File: src/rtl/dramRowColPkg.sv
package dramRowColPkg;

  typedef enum logic [2:0] {
    S_IDLE,
    S_ROW_SETUP,
    S_ROW_STROBE,
    S_COL_SETUP,
    S_COL_STROBE,
    S_DATA,
    S_PRECHARGE
  } phase_t;

  // Strobes from the control to the datapath
  typedef struct packed {
    logic latchReq;  // capture host address, data and direction
    logic selCol;    // drive column half on the pins
    logic selRef;    // drive refresh row on the pins
    logic capture;   // take read data from the memory
    logic refStep;   // advance the refresh row counter
  } pathCtl_t;

endpackage

File: src/rtl/dramRowColCtrl.sv
module dramRowColCtrl
  import dramRowColPkg::*;
#(
  parameter int REF_INTERVAL = 976
) (
  input  logic     clk,
  input  logic     rstN,
  input  logic     reqValid,
  input  logic     latWrite,
  output logic     reqReady,
  output pathCtl_t ctl,
  output logic     rasN,
  output logic     casN,
  output logic     weN,
  output logic     oeN
);

  localparam int TW = (REF_INTERVAL > 1) ? $clog2(REF_INTERVAL) : 1;

  phase_t        state;
  phase_t        nextState;
  logic          isRef;
  logic          refPending;
  logic [TW-1:0] refTimer;
  logic          timerWrap;
  logic          startRef;
  logic          startHost;

  assign timerWrap = (refTimer == TW'(REF_INTERVAL - 1));
  assign startRef  = (state == S_IDLE) && refPending;
  assign startHost = (state == S_IDLE) && !refPending && reqValid;
  assign reqReady  = (state == S_IDLE) && !refPending;

  always_ff @(posedge clk or negedge rstN) begin
    if (!rstN) begin
      refTimer   <= '0;
      refPending <= 1'b0;
    end else begin
      refTimer <= timerWrap ? '0 : refTimer + 1'b1;
      if (startRef)  refPending <= 1'b0;
      if (timerWrap) refPending <= 1'b1;
    end
  end

  always_comb begin
    nextState = state;
    unique case (state)
      S_IDLE:       if (startRef || startHost) nextState = S_ROW_SETUP;
      S_ROW_SETUP:  nextState = S_ROW_STROBE;
      S_ROW_STROBE: nextState = isRef ? S_PRECHARGE : S_COL_SETUP;
      S_COL_SETUP:  nextState = S_COL_STROBE;
      S_COL_STROBE: nextState = S_DATA;
      S_DATA:       nextState = S_PRECHARGE;
      S_PRECHARGE:  nextState = S_IDLE;
      default:      nextState = S_IDLE;
    endcase
  end

  always_ff @(posedge clk or negedge rstN) begin
    if (!rstN) begin
      state <= S_IDLE;
      isRef <= 1'b0;
    end else begin
      state <= nextState;
      if (startRef)       isRef <= 1'b1;
      else if (startHost) isRef <= 1'b0;
    end
  end

  logic inColPhase;
  assign inColPhase = state inside {S_COL_SETUP, S_COL_STROBE, S_DATA};

  assign rasN = !(state inside {S_ROW_STROBE, S_COL_SETUP, S_COL_STROBE, S_DATA});
  assign casN = !(state inside {S_COL_STROBE, S_DATA});
  assign weN  = !(latWrite && !isRef && inColPhase);
  assign oeN  = !(!latWrite && !isRef && state == S_DATA);

  always_comb begin
    ctl          = '0;
    ctl.latchReq = startHost;
    ctl.selCol   = inColPhase;
    ctl.selRef   = isRef;
    ctl.capture  = (state == S_DATA) && !latWrite && !isRef;
    ctl.refStep  = isRef && (state == S_ROW_STROBE);
  end

  // column strobe only inside an open row
  p_cas_inside_ras_r3: assert property (@(posedge clk) disable iff (!rstN)
    !casN |-> !rasN);
  // write enable settles before the column strobe falls
  p_we_early_r4: assert property (@(posedge clk) disable iff (!rstN)
    ($fell(casN) && !weN) |-> !$past(weN));
  // output enable only in a read data phase
  p_oe_read_r5: assert property (@(posedge clk) disable iff (!rstN)
    !oeN |-> (!casN && weN));
  // precharge plus row setup before each row strobe
  p_precharge_r6: assert property (@(posedge clk) disable iff (!rstN)
    $fell(rasN) |-> ($past(rasN, 1) && $past(rasN, 2) && casN));
  // a refresh never opens a column
  p_ref_no_cas_r7: assert property (@(posedge clk) disable iff (!rstN)
    (isRef && state != S_IDLE) |-> casN);
  // a host request seen while not ready does not start an access
  p_host_blocked_r8: assert property (@(posedge clk) disable iff (!rstN)
    (reqValid && !reqReady) |=> !(state == S_ROW_SETUP && !isRef));

endmodule

File: src/rtl/dramRowColPath.sv
module dramRowColPath
  import dramRowColPkg::*;
#(
  parameter int ADDR_W = 16,
  parameter int DATA_W = 4
) (
  input  logic              clk,
  input  logic              rstN,
  input  pathCtl_t          ctl,
  input  logic              reqWrite,
  input  logic [ADDR_W-1:0] reqAddr,
  input  logic [DATA_W-1:0] reqWdata,
  input  logic [DATA_W-1:0] memDin,
  output logic              latWrite,
  output logic [ADDR_W/2-1:0] memAddr,
  output logic [DATA_W-1:0] memDout,
  output logic              rspValid,
  output logic [DATA_W-1:0] rspRdata
);

  localparam int ROW_W = ADDR_W / 2;

  logic [ADDR_W-1:0] latAddr;
  logic [DATA_W-1:0] latData;
  logic [ROW_W-1:0]  refRow;

  always_ff @(posedge clk or negedge rstN) begin
    if (!rstN) begin
      latAddr  <= '0;
      latData  <= '0;
      latWrite <= 1'b0;
      refRow   <= '0;
      rspValid <= 1'b0;
      rspRdata <= '0;
    end else begin
      if (ctl.latchReq) begin
        latAddr  <= reqAddr;
        latData  <= reqWdata;
        latWrite <= reqWrite;
      end
      if (ctl.refStep) refRow <= refRow + 1'b1;
      rspValid <= ctl.capture;
      if (ctl.capture) rspRdata <= memDin;
    end
  end

  always_comb begin
    if (ctl.selRef)      memAddr = refRow;
    else if (ctl.selCol) memAddr = latAddr[ADDR_W-1:ROW_W];
    else                 memAddr = latAddr[ROW_W-1:0];
  end

  assign memDout = latData;

  // read data pulse lasts a single cycle
  p_rsp_pulse_r5: assert property (@(posedge clk) disable iff (!rstN)
    rspValid |=> !rspValid);

endmodule

File: src/rtl/dramRowColMux.sv
module dramRowColMux
  import dramRowColPkg::*;
#(
  parameter int ADDR_W       = 16,
  parameter int DATA_W       = 4,
  parameter int REF_INTERVAL = 976
) (
  input  logic                clk,
  input  logic                rstN,
  input  logic                reqValid,
  input  logic                reqWrite,
  input  logic [ADDR_W-1:0]   reqAddr,
  input  logic [DATA_W-1:0]   reqWdata,
  output logic                reqReady,
  output logic                rspValid,
  output logic [DATA_W-1:0]   rspRdata,
  output logic [ADDR_W/2-1:0] memAddr,
  output logic                memRasN,
  output logic                memCasN,
  output logic                memWeN,
  output logic                memOeN,
  output logic [DATA_W-1:0]   memDout,
  input  logic [DATA_W-1:0]   memDin
);

  localparam int ROW_W = ADDR_W / 2;

  pathCtl_t ctl;
  logic     latWrite;

  dramRowColCtrl #(.REF_INTERVAL(REF_INTERVAL)) uCtrl (
    .clk(clk), .rstN(rstN), .reqValid(reqValid), .latWrite(latWrite),
    .reqReady(reqReady), .ctl(ctl),
    .rasN(memRasN), .casN(memCasN), .weN(memWeN), .oeN(memOeN)
  );

  dramRowColPath #(.ADDR_W(ADDR_W), .DATA_W(DATA_W)) uPath (
    .clk(clk), .rstN(rstN), .ctl(ctl), .reqWrite(reqWrite),
    .reqAddr(reqAddr), .reqWdata(reqWdata), .memDin(memDin),
    .latWrite(latWrite), .memAddr(memAddr), .memDout(memDout),
    .rspValid(rspValid), .rspRdata(rspRdata)
  );

  // row half latched by the row strobe two cycles after acceptance
  p_row_first_r2: assert property (@(posedge clk) disable iff (!rstN)
    (reqValid && reqReady) |=> ##1
      (!memRasN && memCasN && memAddr == $past(reqAddr[ROW_W-1:0], 2)));
  // column half latched by the column strobe four cycles after acceptance
  p_col_second_r3: assert property (@(posedge clk) disable iff (!rstN)
    (reqValid && reqReady) |=> ##3
      (!memCasN && memAddr == $past(reqAddr[ADDR_W-1:ROW_W], 4)));

endmodule

File: config.mk
export PLATFORM = sky130hd
export DESIGN_NAME = dramRowColMux
export DESIGN_NICKNAME = d
export VERILOG_FILES = /design/src/rtl/dramRowColPkg.sv /design/src/rtl/dramRowColCtrl.sv /design/src/rtl/dramRowColPath.sv /design/src/rtl/dramRowColMux.sv
export SDC_FILE = /design/constraint.sdc
export NUM_CORES = 1
export LEC_CHECK = 0
export ABC_CLOCK_PERIOD_IN_PS = 3700
export CELL_PAD_IN_SITES_DETAIL_PLACEMENT = 0
export CELL_PAD_IN_SITES_GLOBAL_PLACEMENT = 1
export CORE_MARGIN = 2
export CORE_UTILIZATION = 53
export CTS_CLUSTER_SIZE = 25
export DETAILED_ROUTE_END_ITERATION = 8
export DONT_BUFFER_PORTS = 1
export PLACE_DENSITY = 0.8
export SYNTH_ARGS = -nofsm -noshare
export SYNTH_HDL_FRONTEND = slang
export SYNTH_SLANG_ARGS = --single-unit
File: constraint.sdc
create_clock -name clk -period 3.7 [get_ports clk]
set_clock_uncertainty 0.05 [all_clocks]
set_input_delay 1.11 -clock clk [delete_from_list [all_inputs] [get_ports clk]]
set_output_delay 1.11 -clock clk [all_outputs]
set_load 0.02 [all_outputs]
==> impl_metrics.toml <==
[run_status]
status = "complete, no violations"

[yosys]
synth_top_area_share_pct = 51.8
syn-cell-area_sq_um = 2370
synth_seq_cells = 49
ys.flop_type = "dfrtp_1"
async_flop_share_pct = 100
syn_nets = 225
postSynthAreaPerCell_sq_um = 12.1
ys_seq_area_share_pct = 51.8
synth.most_common_cell = "dfrtp_1"
synthCells = 195
yosys_warnings = 0
synth_top_cell_by_area = "dfrtp_1"
ys_types = 42
synth_common_cells = "49 x dfrtp_1, 20 x mux2_4, 12 x o21ai_0"
ys_top_cells_by_area = "dfrtp_1 52%, mux2_4 13%, mux2_2 3.3%"
synth_edf_count = 0

[routing]
totalWireLength_microns = 4680
drc_errors = 0
vias = 1500
drtAntennaViolNets = 0
vias_per_cell = 6.07
dr.pass1.iters = 4
drt_first_iter_violations = 123
wire_per_inst_microns = 19.0

[power_and_ir_drop]
p_leak_nw = 1.14
pwr-share-comb_pct = 34.5
intPower_mw = 1.24
clkPwrFrac_pct = 20.2
irDropWorstVdd_mv = 0.266
switching_share_pct = 36.2
p_sw_mw = 0.702
p_seq_share_pct = 45.3
p_total_mw = 1.94
power_density_nw_per_um2 = 777

[layout]
multi_input_area_sq_um = 1070
synthToLayoutAreaGrowth_pct = 5.44
register_area_sq_um = 1230
antenna_cells = 0
nets = 224
fin_area_sq_um = 2500
drive_above_1_share_pct = 20.5
fillCellCount = 371

[critical_path]
r2r-end = "uPath.latAddr[0]"
end_kind = "primary output"
crit_fanout = 12
arrival_ps = 2190
worstPathRequired_ps = 2540
critPathLaunchType = "register"
startpoint = "uCtrl.state[1]"
worst-r2r-cell-count = 3
path_class = "register to primary output"
worstReg2RegStart = "uCtrl.state[2]"
rrSetupSlack_ps = 1680

[sta]
fin_crit_sh_pct = 90.6
finalSetupViolations = 0
tns_ps = 0
fin_crit_ps = 3350
hold_viol_final = 0
max-slew-margin-rel_pct = 49.1
tightest_slew_ps = 760
fin_ws_ps = 349
max_freq_ghz = 0.298
final-max-slew-violation-count = 0
rsz0062_at_grt = "false"
whs_ps = 416

[global_routing]
grtUsageMet2_pct = 31.0
grt_pass1_wl_microns = 7960
grt_antenna_before_repair = 0
grt_max_degree = 50
grt_pass1_vias = 1549
use_met1_pct = 26.2
grt_overflow = 0
use_met3_pct = 5.98
track_usage_pct = 20.1
grt_busiest_layer = "met2"

[place]
numPortBuffers = 0
dp_worst_setup_slack_ps = 681
post_dp_cell_area_sq_um = 2380
hpwl_microns = 3300
gp_congestion = 0.844

[die]
die_w_microns = 70.9
dieArea_sq_um = 5020
die_h_microns = 70.9
row_count = 24
num_io_pins = 50
core_area_sq_um = 4320
start_util_pct = 54.8

[min_path]
holdPathEnd = "uCtrl.refTimer[0]"
min_path_cells = 1
hold_class = "register to register"
min_from = "uCtrl.refTimer[0]"

[clock_network]
clk_pin_slew_ps = 80
clock_path_buffers = 2
clk_latency_ps = 290
cts_tree = "built"
cts_setup_buffers = 0
cts_sinks = 49
htreeDepth = 2
cts_inserted_buffers = 5
root_buffer = "clkbuf_8"
cts_resized = 0
cts_hold_buf = 0

[flow_run]
drv_cap = 0
## worst max-delay path, stage by stage (launching register included)
cell	delay, ps
dfrtp_1	480
and2b_1	430
clkinv_1	480
a31oi_1	320
a21oi_1	200
## worst max path at each step
| stage | to | slack, ps |
|---|---|---|
| floorplan | memAddr[0] | 1130 |
| global placement | memAddr[3] | 760 |
| detailed placement | memAddr[7] | 680 |
| CTS | memAddr[7] | 340 |
| global route | memAddr[4] | 190 |
| finish | memAddr[7] | 350 |
## cell type report
type	instances	share of cell area [%]
flip-flops and latches	49	49.1
clock buffers	7	3.46
repair buffers	1	0.301
well taps	52	2.61
inverters	4	0.601
multi-input cells	133	42.7
clock inverters	1	1.20
## state kept, by name, indices dropped and copies added, names as in the netlist
register	flops
uCtrl.state	3
uCtrl.refPending	1
uCtrl.refTimer	10
uPath.refRow	8
uPath.rspRdata	4
uPath.memDout	4
uPath.latWrite	1
uPath.latAddr	16
uPath.rspValid	1
uCtrl.isRef	1
## power by group through the flow
| stage | logic, mW | clock network (mW) | registers, mW |
|---|---|---|---|
| after global routing | 0.725 | 0.424 | 0.899 |
| after global placement | 0.655 | 0 | 0.874 |
| after detailed placement | 0.671 | 0 | 0.888 |
| after CTS | 0.677 | 0.402 | 0.876 |
| after floorplan | 0.644 | 0 | 0.828 |
| final | 0.670 | 0.392 | 0.879 |
## logic make-up after synthesis
family	count (synthesis)	share of synthesized area, %
muxes	27	16.0
xor gates and xnor gates	11	4.07
adders and majority gates	2	1.06
DFF	49	51.8
and+or+nand+nor	59	15.6
buffers and inverters	13	3.17
AOI/OAI and AO/OA	34	8.35
## metal layers
layer | vias to the layer above | share of wire (%) | wire length, microns
li1 | 694 | - | -
met1 | 737 | 42 | 1980
met2 | 53 | 48 | 2230
met3 | 16 | 6.5 | 304
met4 | 0 | 3.7 | 172
met5 | - | 0 | 0
## through the flow
step	std cells	util [%]
CTS	247	57.8
global route	247	57.8
global placement	239	55.1
detailed placement	239	55.1
finish	247	57.8
floorplan	195	-
## cell usage in the layout (no fill, tap or decap), types with 2 or more instances in the layout
cell,n
xnor2_1,6
nand3_1,8
nor2_1,10
dfrtp_1,49
mux2_2,7
or3_1,3
and4_1,2
nand2_1,6
mux2_4,20
o21ai_0,12
a21oi_1,9
ha_1,2
inv_1,3
xor2_1,5
clkbuf_8,6
nor2b_1,10
nor3_1,2
a31oi_1,8
nand2b_1,2
nand4_1,2
No activity file was read; power rests on OpenSTA's default activity.
